## config.mk

```make
export PLATFORM = sky130hd
export DESIGN_NAME = tcu_compare_unit
export DESIGN_NICKNAME = d
export VERILOG_FILES = /design/src/rtl/tcu_pkg.sv /design/src/rtl/tcu_timer_sel.sv /design/src/rtl/tcu_match_det.sv /design/src/rtl/tcu_action_dec.sv /design/src/rtl/tcu_compare_unit.sv
export SDC_FILE = /design/constraint.sdc
export NUM_CORES = 1
export LEC_CHECK = 0
export BUFFER_PORTS_ARGS = -buffer_cell sky130_fd_sc_hd__buf_2
export CAP_MARGIN = 20
export CORE_UTILIZATION = 36
export CTS_CLUSTER_SIZE = 16
export DETAILED_ROUTE_END_ITERATION = 6
export GPL_ROUTABILITY_DRIVEN = 1
export HOLD_SLACK_MARGIN = 0.02
export PLACE_DENSITY_LB_ADDON = 0.15
export SETUP_SLACK_MARGIN = 0.5
export SLEW_MARGIN = 20
export SYNTH_ARGS = -nofsm -noshare
export SYNTH_HDL_FRONTEND = slang
export SYNTH_SLANG_ARGS = --single-unit
export TNS_END_PERCENT = 30
```

## constraint.sdc

```tcl
create_clock -name clk -period 1.7 [get_ports clk]
set_input_delay 0.255 -clock clk [delete_from_list [all_inputs] [get_ports clk]]
set_output_delay 0.255 -clock clk [all_outputs]
set_load 0.02 [all_outputs]
```

## src/rtl/tcu_pkg.sv

```systemverilog
package tcu_pkg;

    localparam int MODE_W = 4;

    localparam logic [MODE_W-1:0] MODE_TOGGLE   = 4'b0010;
    localparam logic [MODE_W-1:0] MODE_DRIVE_HI = 4'b1000;
    localparam logic [MODE_W-1:0] MODE_DRIVE_LO = 4'b1001;
    localparam logic [MODE_W-1:0] MODE_IRQ_ONLY = 4'b1010;

    typedef enum logic [2:0] {
        ACT_NONE   = 3'd0,
        ACT_HIGH   = 3'd1,
        ACT_LOW    = 3'd2,
        ACT_INVERT = 3'd3,
        ACT_IRQ    = 3'd4
    } act_e;

    typedef struct packed {
        logic eq_seen;
        logic pin;
        logic flag;
    } tcu_state_t;

endpackage

```

## src/rtl/tcu_timer_sel.sv

```systemverilog
module tcu_timer_sel #(
    parameter int TMR_W = 16
) (
    input  logic [TMR_W-1:0] tmr_a_i,
    input  logic [TMR_W-1:0] tmr_b_i,
    input  logic             sel_i,
    output logic [TMR_W-1:0] tmr_o
);

    always_comb begin
        tmr_o = sel_i ? tmr_b_i : tmr_a_i;
    end

endmodule

```

## src/rtl/tcu_match_det.sv

```systemverilog
module tcu_match_det #(
    parameter int TMR_W   = 16,
    parameter int SLICE_W = 8
) (
    input  logic [TMR_W-1:0] tmr_i,
    input  logic [TMR_W-1:0] cmp_i,
    output logic             eq_o
);

    localparam int NSLICE = (TMR_W + SLICE_W - 1) / SLICE_W;
    localparam int PAD_W  = NSLICE * SLICE_W;

    logic [PAD_W-1:0]  tmr_pad;
    logic [PAD_W-1:0]  cmp_pad;
    logic [NSLICE-1:0] slice_eq;

    always_comb begin
        tmr_pad = '0;
        cmp_pad = '0;
        tmr_pad[TMR_W-1:0] = tmr_i;
        cmp_pad[TMR_W-1:0] = cmp_i;
    end

    // Equality is built per slice and then reduced, to keep depth shallow.
    genvar gi;
    generate
        for (gi = 0; gi < NSLICE; gi++) begin : g_slice
            assign slice_eq[gi] =
                (tmr_pad[gi*SLICE_W +: SLICE_W] == cmp_pad[gi*SLICE_W +: SLICE_W]);
        end
    endgenerate

    assign eq_o = &slice_eq;

endmodule

```

## src/rtl/tcu_action_dec.sv

```systemverilog
module tcu_action_dec
    import tcu_pkg::*;
(
    input  logic [MODE_W-1:0] mode_i,
    output act_e              act_o,
    output logic              active_o
);

    always_comb begin
        unique case (mode_i)
            MODE_TOGGLE:   act_o = ACT_INVERT;
            MODE_DRIVE_HI: act_o = ACT_HIGH;
            MODE_DRIVE_LO: act_o = ACT_LOW;
            MODE_IRQ_ONLY: act_o = ACT_IRQ;
            default:       act_o = ACT_NONE;
        endcase
        active_o = (act_o != ACT_NONE);
    end

endmodule

```

## src/rtl/tcu_compare_unit.sv

```systemverilog
module tcu_compare_unit
    import tcu_pkg::*;
#(
    parameter int TMR_W   = 16,
    parameter int SLICE_W = 8
) (
    input  logic             clk,
    input  logic             rst_n,
    input  logic [TMR_W-1:0] tmr_a_i,
    input  logic [TMR_W-1:0] tmr_b_i,
    input  logic             tmr_sel_i,
    input  logic [TMR_W-1:0] cmp_i,
    input  logic [3:0]       mode_i,
    input  logic             irq_en_i,
    input  logic             flag_clr_i,
    output logic             pin_o,
    output logic             irq_o
);

    logic [TMR_W-1:0] tmr_sel;
    logic             eq;
    logic             hit;
    act_e             act;
    logic             active;
    tcu_state_t       st_d;
    tcu_state_t       st_q;

    tcu_timer_sel #(.TMR_W(TMR_W)) u_sel (
        .tmr_a_i (tmr_a_i),
        .tmr_b_i (tmr_b_i),
        .sel_i   (tmr_sel_i),
        .tmr_o   (tmr_sel)
    );

    tcu_match_det #(.TMR_W(TMR_W), .SLICE_W(SLICE_W)) u_match (
        .tmr_i (tmr_sel),
        .cmp_i (cmp_i),
        .eq_o  (eq)
    );

    tcu_action_dec u_dec (
        .mode_i   (mode_i),
        .act_o    (act),
        .active_o (active)
    );

    // First cycle of equality only.
    assign hit = eq && !st_q.eq_seen;

    always_comb begin
        st_d         = st_q;
        st_d.eq_seen = eq;
        if (hit) begin
            unique case (act)
                ACT_HIGH:   st_d.pin = 1'b1;
                ACT_LOW:    st_d.pin = 1'b0;
                ACT_INVERT: st_d.pin = ~st_q.pin;
                default:    st_d.pin = st_q.pin;
            endcase
        end
        // A new match outranks the clear strobe.
        if (flag_clr_i) begin
            st_d.flag = 1'b0;
        end
        if (hit && active && irq_en_i) begin
            st_d.flag = 1'b1;
        end
    end

    always_ff @(posedge clk or negedge rst_n) begin
        if (!rst_n) begin
            st_q <= '0;
        end else begin
            st_q <= st_d;
        end
    end

    assign pin_o = st_q.pin;
    assign irq_o = st_q.flag;

endmodule

```

==> reports/qor.yml <==
path_cells: "buf_2 > buf_12 > mux2i_1 > xor2_1 > nand4_1 > nor4_4 > a21boi_2 > nor2_1"
pwr-share-comb: 0.458
clkLatencyLatePin_ps: 220
tightest_slew_ps: 263
htreeDepth: 1
worstHoldPathType: "input port to register"
crit_family: "simple AND/OR/NAND/NOR gates"
finalCritPeriodShare: 0.921
place_congestion: 0.614
cts_setup_buffers: 0
total_power_uw: 352
internal-power_uw: 254
wirelength_um: 1220
leakagePower_nw: 0.519
dp_hpwl_um: 1070
ys_ff_latch: 3
area_growth_pct: 63.0
critPathRequiredTime_ps: 1810
numCtsBuffers: 3
portBuffers: 58
syn_nets: 115
min_period_ps: 1560
cts_resized: 0
fp.dieW_um: 40.8
final-hold-violation-count: 0
critical-path-max-stage-delay_ps: 350
maxSlewHeadroom: 0.824
via_per_inst: 4.61
ioPinCount: 59
rsz0062_at_grt: "true"
crit_path_start: "tmr_sel_i"
rows: 13
antennaDiodeCount: 0
cts_sinks: 3
cp-endpoint: "pin_o"
die_h_um: 40.8
finalSetupViolCount: 0
ant_nets: 0
drt_iter0_drc: 4
dr.pass1.iters: 2
rr_worst_depth: 4
cp_slowest_cell: "nor4_4"
fmax_mhz: 639
core-area_um2: 1350
initial_core_util: 0.401
worstSetupEndpointType: "register"
regToRegSetupSlack_ps: 690
worstPathArrival_ps: 1670
grt_start_max_net_pins: 16
switching_power_uw: 97.3
worstReg2RegStart: "st_q[2]"
p_sw_frac: 0.277
synth_warnings: 0
final_common_cell: "buf_2"
max-cap-violations: 0
rr_endpoint: "pin_o"
clk_pin_slew_ps: 30
stdcell_count: 136
grt_overflow: 0
grt_pass1_wl_um: 1680
synth_seq_area_share: 0.139
clockPowerShare: 0.338
yosysUniqueCellTypes: 17
cts_buffer_depth: 2
status: "finished, final reports clean"
pwr_density_cell_nw_per_um2: 398
post-route-drc-count: 0
synth.avg_cell_area_um2: 9.34
dp.cells: 131
final_area_um2: 883
nNetsFinal: 179
vias: 627
crit_path_max_fanout: 15
post_dp_cell_area_um2: 847
drive_gt1_frac: 0.545
critPathLaunchType: "input port"
netlist_area_um2: 542
drv_slew: 0
mostFrequentLayoutCells: "buf_2, mux2i_1, xor2_1"
critPathKind: "input port to register"
synth_cells: 58
skew_ps: 0.129
avgRoutedWirePerCell_um: 8.96
first_global_vias: 463
dieArea_um2: 1660
crit_cells: 8
cts_tree: "yes"
cts_root_buf: "clkbuf_4"
cp.buffers_inverters: 2
gr-usage-all-layers: 0.149
irDropWorstVdd_uv: 217
antenna_found_initial: 0
pwr-share-seq: 0.204
## metal layers
layer  up-vias  GRT usage  share of wire  routed length, µm
li1        335          -              -                  -
met1       253      0.155           0.37                448
met2        39      0.309           0.53                643
met3         0          0           0.10                126
met4         0     0.0500              0                  0
met5         -          0              0                  0
## kinds of logic after synthesis
logic type | count (synthesis) | share of synthesized area
flip-flops | 3 | 0.139
buffers and inverters | 4 | 0.0716
XOR/XNOR | 16 | 0.259
AND/OR/NAND/NOR | 15 | 0.176
AO/OA/AOI/OAI | 4 | 0.0600
multiplexers | 16 | 0.296
## timing repair
item	4_1_cts	5_1_grt
pin swaps	0	0
hold buffers	1	0
setup endpoints to repair	3	3
hold endpoints to repair	3	0
## worst min path at each step
stage	from	end	slack, ps	cells after the start
2_1_floorplan	rst_n	irq_o	-40	0
3_3_place_gp	rst_n	irq_o	50	1
3_5_place_dp	rst_n	irq_o	50	1
4_1_cts	flag_clr_i	irq_o	220	2
5_1_grt	flag_clr_i	irq_o	230	2
6_report	flag_clr_i	irq_o	230	2
## flip-flops by register name, indices dropped and copies added, names as in the netlist
| signal | cells |
|---|---|
| pin_o | 1 |
| irq_o | 1 |
| st_q | 1 |
## power by group through the flow
stage	clock network (mW)	logic [mW]	registers, mW
6_report	0.119	0.161	0.0719
5_1_grt	0.131	0.180	0.0717
4_1_cts	0.123	0.164	0.0718
3_5_place_dp	0	0.161	0.0727
3_3_place_gp	0	0.159	0.0727
2_1_floorplan	0	0.0880	0.0727
## cell usage after synthesis
master    count  area, µm²
xor2_1       16        140
buf_12        1       20.0
inv_1         2       7.51
or2_2         1       6.26
nand4_1       5       31.3
o22ai_1       1       6.26
dfrtp_1       3       75.1
mux2i_1      16        160
buf_6         1       11.3
nor4_4        1       21.3
nand2_1       3       11.3
nand3_1       1       5.00
a21boi_2      1       11.3
nor2_1        3       11.3
a41o_1        1       10.0
nand4b_1      1       8.76
o21ai_0       1       5.00
## layout make-up
| cell class | count | area (µm²) |
|---|---|---|
| fill | 124 | 467 |
| clock buffer | 4 | 26.3 |
| sequential | 3 | 75.1 |
| timing repair buffer | 61 | 328 |
| tap | 15 | 18.8 |
| inverter | 2 | 7.51 |
| multi-input combinational | 51 | 428 |
## metrics by stage
| step | setup slack [ps] | util | TNS (ps) | hold slack, ps |
|---|---|---|---|---|
| final | 135 | 0.654 | 0 | 226 |
| after global routing | 19.1 | 0.654 | 0 | 232 |
| after CTS | 101 | 0.654 | 0 | 223 |
| after detailed placement | -136 | 0.627 | -217 | 52.0 |
| after global placement | -46.1 | 0.627 | -63.9 | 51.2 |
| after floorplan | 51.7 | - | 0 | -40.6 |
No activity file was read; power rests on OpenSTA's default activity.
